### src/rtl/afgate_pkg.sv
package afgate_pkg;

  // Width of the scratch vectors used by the arithmetic helpers.
  localparam int unsigned CW_MAX = 16;

  // Speed code: the master-to-bit-clock ratio halves with each step.
  typedef enum logic [1:0] {
    SPD_X1 = 2'b00,  // 8 master cycles per bit clock
    SPD_X2 = 2'b01,  // 4
    SPD_X4 = 2'b10,  // 2
    SPD_X8 = 2'b11   // 1, bit clock is the master clock
  } speed_e;

  // log2 of the master cycles per bit clock for a speed code.
  function automatic logic [1:0] div_shift(input speed_e s);
    return 2'd3 - 2'(s);
  endfunction

  // Last counter value of a frame, counted in master cycles.
  function automatic logic [CW_MAX-1:0] frame_last(input logic [1:0] sh,
                                                   input int unsigned frame_bclks);
    return CW_MAX'((frame_bclks << sh) - 1);
  endfunction

  // Bit clock level for a master-cycle count: the upper half of each
  // bit period is high, so a bit period starts with its falling edge.
  function automatic logic bclk_level(input logic [CW_MAX-1:0] cnt,
                                      input logic [1:0] sh);
    logic [CW_MAX-1:0] t;
    if (sh == 2'd0) return 1'b0;
    t = cnt >> (sh - 2'd1);
    return t[0];
  endfunction

  // Frame level: high over the second half of the bit clocks in a frame.
  function automatic logic frame_level(input logic [CW_MAX-1:0] cnt,
                                       input logic [1:0] sh,
                                       input int unsigned frame_bclks);
    logic [CW_MAX-1:0] idx;
    idx = cnt >> sh;
    return idx >= CW_MAX'(frame_bclks / 2);
  endfunction

endpackage

### src/rtl/afgate_sequencer.sv
module afgate_sequencer
  import afgate_pkg::*;
#(
  parameter int unsigned FRAME_BCLKS = 64,
  parameter int unsigned MAX_DIV     = 8,
  localparam int unsigned CNT_W      = $clog2(FRAME_BCLKS * MAX_DIV)
) (
  input  logic   clk,
  input  logic   rst_n,
  input  speed_e speed_req,
  output logic   bclk_lvl_nxt,
  output logic   frame_lvl_nxt,
  output logic   oct_q
);

  logic [CNT_W-1:0]  cnt_q;
  logic [CNT_W-1:0]  cnt_nxt;
  logic [CW_MAX-1:0] cnt_nxt_ext;
  speed_e            speed_q;
  logic [1:0]        sh;
  logic              frame_wrap;
  logic              bclk_lvl_q;
  logic              frame_lvl_q;

  always_comb begin
    sh            = div_shift(speed_q);
    frame_wrap    = (CW_MAX'(cnt_q) == frame_last(sh, FRAME_BCLKS));
    cnt_nxt       = frame_wrap ? '0 : cnt_q + 1'b1;
    cnt_nxt_ext   = CW_MAX'(cnt_nxt);
    bclk_lvl_nxt  = bclk_level(cnt_nxt_ext, sh);
    frame_lvl_nxt = frame_level(cnt_nxt_ext, sh, FRAME_BCLKS);
  end

  assign oct_q = (speed_q == SPD_X8);

  // All state moves on the falling master edge, so every divided edge
  // lines up with a master falling edge.
  always_ff @(negedge clk or negedge rst_n) begin
    if (!rst_n) begin
      cnt_q       <= '0;
      speed_q     <= SPD_X1;
      bclk_lvl_q  <= 1'b0;
      frame_lvl_q <= 1'b0;
    end else begin
      cnt_q       <= cnt_nxt;
      bclk_lvl_q  <= bclk_lvl_nxt;
      frame_lvl_q <= frame_lvl_nxt;
      if (frame_wrap) speed_q <= speed_req;
    end
  end

  AST_SPEED_AT_WRAP: assert property (@(negedge clk) disable iff (!rst_n)
    (speed_q != $past(speed_q)) |-> (cnt_q == '0))
    else $error("speed code loaded away from a frame boundary");

  AST_FRAME_ON_BCLK_FALL: assert property (@(negedge clk) disable iff (!rst_n)
    (frame_lvl_q != $past(frame_lvl_q)) |-> (!bclk_lvl_q && ($past(bclk_lvl_q) || $past(oct_q))))
    else $error("frame level moved without a bit clock fall");

endmodule

### src/rtl/afgate_outgate.sv
module afgate_outgate (
  input  logic clk,
  input  logic rst_n,
  input  logic lvl_nxt,   // level the output takes at this falling edge
  input  logic off,       // 1 requests the output held low
  input  logic pass,      // 1 forwards the gated clock itself
  output logic clk_out
);

  logic en_q;
  logic out_q;

  // The enable is taken only at falling edges after which the output is
  // low, so an open or close never cuts into a high phase.
  always_ff @(negedge clk or negedge rst_n) begin
    if (!rst_n) begin
      en_q  <= 1'b0;
      out_q <= 1'b0;
    end else begin
      if (!lvl_nxt) en_q <= !off;
      out_q <= lvl_nxt & en_q;
    end
  end

  assign clk_out = pass ? (clk & en_q) : out_q;

  AST_EN_CHANGES_LOW: assert property (@(negedge clk) disable iff (!rst_n)
    (en_q != $past(en_q)) |-> !out_q)
    else $error("gate enable changed while the output was high");

  AST_CLOSED_STAYS_LOW: assert property (@(negedge clk) disable iff (!rst_n)
    ($past(off) && !$past(en_q)) |-> !out_q)
    else $error("closed gate let a pulse through");

endmodule

### src/rtl/audio_frame_clkgen.sv
module audio_frame_clkgen
  import afgate_pkg::*;
#(
  parameter int unsigned FRAME_BCLKS = 64,
  parameter int unsigned MAX_DIV     = 8
) (
  input  logic       mclk_in,
  input  logic       rst_n,
  input  logic [1:0] speed_sel,
  input  logic       mclk_off,
  input  logic       bclk_off,
  input  logic       frame_off,
  output logic       mclk_out,
  output logic       bclk_out,
  output logic       frame_out
);

  localparam int unsigned N_OUT = 3;  // 0: master, 1: bit, 2: frame

  logic             bclk_lvl_nxt;
  logic             frame_lvl_nxt;
  logic             oct_q;
  logic [N_OUT-1:0] lvl_nxt_v;
  logic [N_OUT-1:0] off_v;
  logic [N_OUT-1:0] pass_v;
  logic [N_OUT-1:0] out_v;

  afgate_sequencer #(
    .FRAME_BCLKS (FRAME_BCLKS),
    .MAX_DIV     (MAX_DIV)
  ) u_seq (
    .clk           (mclk_in),
    .rst_n         (rst_n),
    .speed_req     (speed_e'(speed_sel)),
    .bclk_lvl_nxt  (bclk_lvl_nxt),
    .frame_lvl_nxt (frame_lvl_nxt),
    .oct_q         (oct_q)
  );

  // The master gate forwards the clock; in the fastest mode the bit gate
  // does the same, since its divided level is then held at zero.
  assign lvl_nxt_v = {frame_lvl_nxt, bclk_lvl_nxt, 1'b0};
  assign pass_v    = {1'b0, oct_q, 1'b1};
  assign off_v     = {frame_off, bclk_off, mclk_off};

  for (genvar g = 0; g < N_OUT; g++) begin : g_gate
    afgate_outgate u_gate (
      .clk     (mclk_in),
      .rst_n   (rst_n),
      .lvl_nxt (lvl_nxt_v[g]),
      .off     (off_v[g]),
      .pass    (pass_v[g]),
      .clk_out (out_v[g])
    );
  end

  assign mclk_out  = out_v[0];
  assign bclk_out  = out_v[1];
  assign frame_out = out_v[2];

endmodule

### config.mk
export PLATFORM = sky130hd
export DESIGN_NAME = audio_frame_clkgen
export DESIGN_NICKNAME = d
export VERILOG_FILES = /design/src/rtl/afgate_pkg.sv /design/src/rtl/afgate_sequencer.sv /design/src/rtl/afgate_outgate.sv /design/src/rtl/audio_frame_clkgen.sv
export SDC_FILE = /design/constraint.sdc
export NUM_CORES = 1
export LEC_CHECK = 0
export CELL_PAD_IN_SITES_DETAIL_PLACEMENT = 0
export CELL_PAD_IN_SITES_GLOBAL_PLACEMENT = 1
export CORE_UTILIZATION = 46
export CTS_CLUSTER_DIAMETER = 80
export CTS_CLUSTER_SIZE = 25
export DETAILED_ROUTE_END_ITERATION = 16
export PLACE_DENSITY_LB_ADDON = 0.25
export SLEW_MARGIN = 10
export SYNTH_ARGS = -nofsm -noshare
export SYNTH_HDL_FRONTEND = slang
export SYNTH_SLANG_ARGS = --single-unit
### constraint.sdc
create_clock -name mclk_in -period 3.8 [get_ports mclk_in]
set_input_delay 1.14 -clock mclk_in [delete_from_list [all_inputs] [get_ports mclk_in]]
set_output_delay 1.14 -clock mclk_in [all_outputs]
set_load 0.02 [all_outputs]
==> results.tsv <==
stage	metric	value	unit
placed_design	placement.io_buffers	9	
clock_network	cts.clk_slew.worst_paths	0.06	ns
synthesis	synth_ff_type	dfrtn_1	
synthesis	synth_fa_ha_area_share	7.65	%
synthesis	synth-seq-cells	16	
synthesis	synth_top_family_by_area	compound AO/OA/AOI/OAI gates	
run_status	violations	negative setup slack	
floorplanning	dieArea	0.00232	mm2
synthesis	postSynthCellCount	97	
placed_design	place_hpwl	1380	um
floorplanning	rows	16	
detailed_routing	routed_wl	1950	um
synthesis	synth_most_common_cell	dfrtn_1	
min_path	holdPathStages	1	
layout	fin_util	62.0	%
timing	rsz0062_at_grt	true	
critical_path	worst-path-stages	4	
global_route	grtUsageMet2	31.5	%
floorplanning	design.core.area	0.00198	mm2
critical_path	cpMaxStageDelayCell	dfrtn_1	
detailed_routing	ant_nets	0	
global_route	met3_usage	10.4	%
synthesis	syn_avg_cell_area	10.1	um2
job	max_cap_violations	0	
synthesis	ys_types	37	
detailed_routing	drtIter0Drc	15	
synthesis	muxShareOfSynthArea	0	%
timing	hold_viol	0	
timing	tightest_slew	0.447	ns
floorplanning	io_pins	10	
layout	syn2layout_area_growth	25.3	%
synthesis	synth_top_area_share	40.8	%
power_and_ir_drop	power_density	362	mW/mm2
global_route	grt_max_degree	17	
floorplanning	die_w	48.2	um
critical_path	crit_family	flip-flops	
synthesis	synth_area_leaders	dfrtn_1, ha_1, xnor2_1, xor2_1, nand3_1	
synthesis	synth-edff-count	0	
floorplanning	start_util	49.5	%
global_route	grt_pass1_vias	745	
critical_path	reg2reg_depth	9	
min_path	hold_path_class	flip-flop to flip-flop	
timing	drv_slew	0	
synthesis	yosysSeqAreaShare	40.8	%
timing	finClkSkew	0.00231	ns
synthesis	synthSimpleGateAreaFrac	15.9	%
synthesis	async_flop_share	100	%
global_route	grt_pass1_wl	3170	um
critical_path	crit_path_end_kind	primary output	
synthesis	syn-num-nets	110	
power_and_ir_drop	p_leak	0.559	nW
clock_network	clock_latency	0.40	ns
synthesis	synth_compound_area_share	22.2	%
detailed_routing	dr.pass1.iters	4	
critical_path	crit_chain	ha_4 > nand3_2 > o21ai_2 > buf_6	
floorplanning	die_h	48.2	um
global_route	grt_use_met1	26.1	%
layout	drive_gt1_share	22.0	%
timing	max-slew-margin-rel	69.7	%
placed_design	gp_congestion	0.767	
synthesis	synth-warning-count	0	
synthesis	syn_area	981	um2
critical_path	path_class	flip-flop to primary output	
critical_path	worst_ep_arrival_time	3.20	ns
clock_network	cts_tree	done	
global_route	busiest_layer	met2	
clock_network	postCtsHoldBufs	0	
detailed_routing	drc	0	
critical_path	cp.required	2.66	ns
timing	setup_viol	8	
placed_design	place_area	0.00114	mm2
critical_path	critical_path_buf_inv_count	1	
detailed_routing	vias	804	
synthesis	ys_top_cells_by_count	dfrtn_1, inv_1	
synthesis	yosys.area_share.xor_xnor	8.04	%
global_route	antenna_found_initial	0	
layout	finalNetCount	131	
run_status	status	finished with violations	
critical_path	worst-path-max-fanout	3	
global_route	grt-ovfl-total	0	
power_and_ir_drop	peakVddDrop	335	uV
layout	n_antenna_cell	0	
timing	setup_ws	-0.536	ns
detailed_routing	via_per_inst	5.54	
synthesis	yosys.area.top_type	dfrtn_1	
detailed_routing	post_drt_wl_per_cell	13.4	um
critical_path	start_kind	flip-flop	
global_route	track_usage	21.9	%
critical_path	max_stage_delay	0.47	ns
layout	final_area	0.00123	mm2
-- cell type report --
| cell class | instances | area, um2 |
|---|---|---|
| sequential | 16 | 400 |
| clock inverter | 1 | 3.75 |
| inverter | 7 | 26.3 |
| timing repair buffer | 14 | 124 |
| clock buffer | 10 | 88.8 |
| multi-input combinational | 70 | 552 |
| fill | 170 | 753 |
| tap | 27 | 33.8 |
-- registers in the layout, indices dropped and copies added, names as in the netlist --
name,cells
u_seq.speed_q,2
g_gate.u_gate.en_q,3
g_gate.u_gate.out_q,2
u_seq.cnt_q,9
-- power by group --
| group | switching [mW] | total (mW) | internal [mW] | leakage (nW) |
|---|---|---|---|---|
| registers | 0.00101 | 0.174 | 0.173 | 0.188 |
| clock network | 0.107 | 0.255 | 0.148 | 0.0657 |
| logic | 0.00658 | 0.0157 | 0.00911 | 0.306 |
-- cells in the final DEF (no fill, tap or decap), types with 2 or more instances in the layout --
master           Yosys  final
dfrtn_1             16     16
inv_1                7      7
clkbuf_4             0      7
buf_4                1      7
nor2_1               6      6
nand2_1              6      6
clkdlybuf4s50_1      0      6
nand3_1              6      5
xnor2_1              5      5
ha_1                 6      5
xor2_1               4      4
nor3_1               3      3
o21ai_0              4      3
buf_6                1      3
o21a_1               2      2
a31oi_1              2      2
nor3b_1              2      2
o31ai_1              2      2
a211o_1              2      2
-- worst reg2reg max path: stages (launching register included) --
cell and delay, ns:
dfrtn_1 0.47, buf_4 0.13, buf_4 0.12, inv_1 0.10, ha_1 0.19, o21bai_1 0.18
a2111oi_4 0.42, and2b_1 0.39, a311o_2 0.20, o311ai_2 0.10
-- metal layers --
metal	part of all wire, %	vias up
li1	-	390
met1	47	387
met2	47	25
met3	4.8	2
met4	1.2	0
met5	0	-
-- final timing paths --
| check | startpoint | endpoint | slack [ns] |
|---|---|---|---|
| setup / recovery | u_seq.speed_q[1]$_DFFE_NN0N_ | bclk_out | -0.54 |
| hold / removal | u_seq.cnt_q[0]$_DFF_NN0_ | u_seq.cnt_q[0]$_DFF_NN0_ | 0.46 |
| setup reg to reg | u_seq.speed_q[1]$_DFFE_NN0N_ | g_gate[2].u_gate.en_q$_DFFE_NN0N_ | 1.32 |
| hold reg to reg | u_seq.cnt_q[0]$_DFF_NN0_ | u_seq.cnt_q[0]$_DFF_NN0_ | 0.46 |
| max in group asynchronous | rst_n | g_gate[2].u_gate.out_q$_DFF_NN0_ | 0.76 |
| min in group asynchronous | rst_n | u_seq.cnt_q[2]$_DFF_NN0_ | 2.83 |
-- through the flow --
| step | hold slack, ns | worst slack [ns] | power (mW) | std cells | TNS, ns |
|---|---|---|---|---|---|
| floorplan | 0.405 | -0.151 | 0.219 | 97 | -0.151 |
| global placement | 0.443 | -0.542 | 0.256 | 134 | -1.12 |
| detailed placement | 0.453 | -0.563 | 0.257 | 134 | -1.19 |
| CTS | 0.454 | -0.559 | 0.446 | 144 | -1.02 |
| global route | 0.489 | -0.616 | 0.474 | 145 | -1.17 |
| finish | 0.459 | -0.536 | 0.445 | 145 | -0.970 |
-- kinds of logic after synthesis --
logic type               count (synthesis)
flip-flops                              16
adder cells (fa/ha/maj)                  6
buffers and inverters                   11
AO/OA/AOI/OAI                           25
AND/OR/NAND/NOR                         30
XOR/XNOR                                 9
-- timing repair --
item,in CTS,in global routing
setup endpoints to repair,8,8
setup buffers,1,1
resized for setup,17,2
pin swaps,1,2
Note: power is estimated with default switching activity, not from simulation.
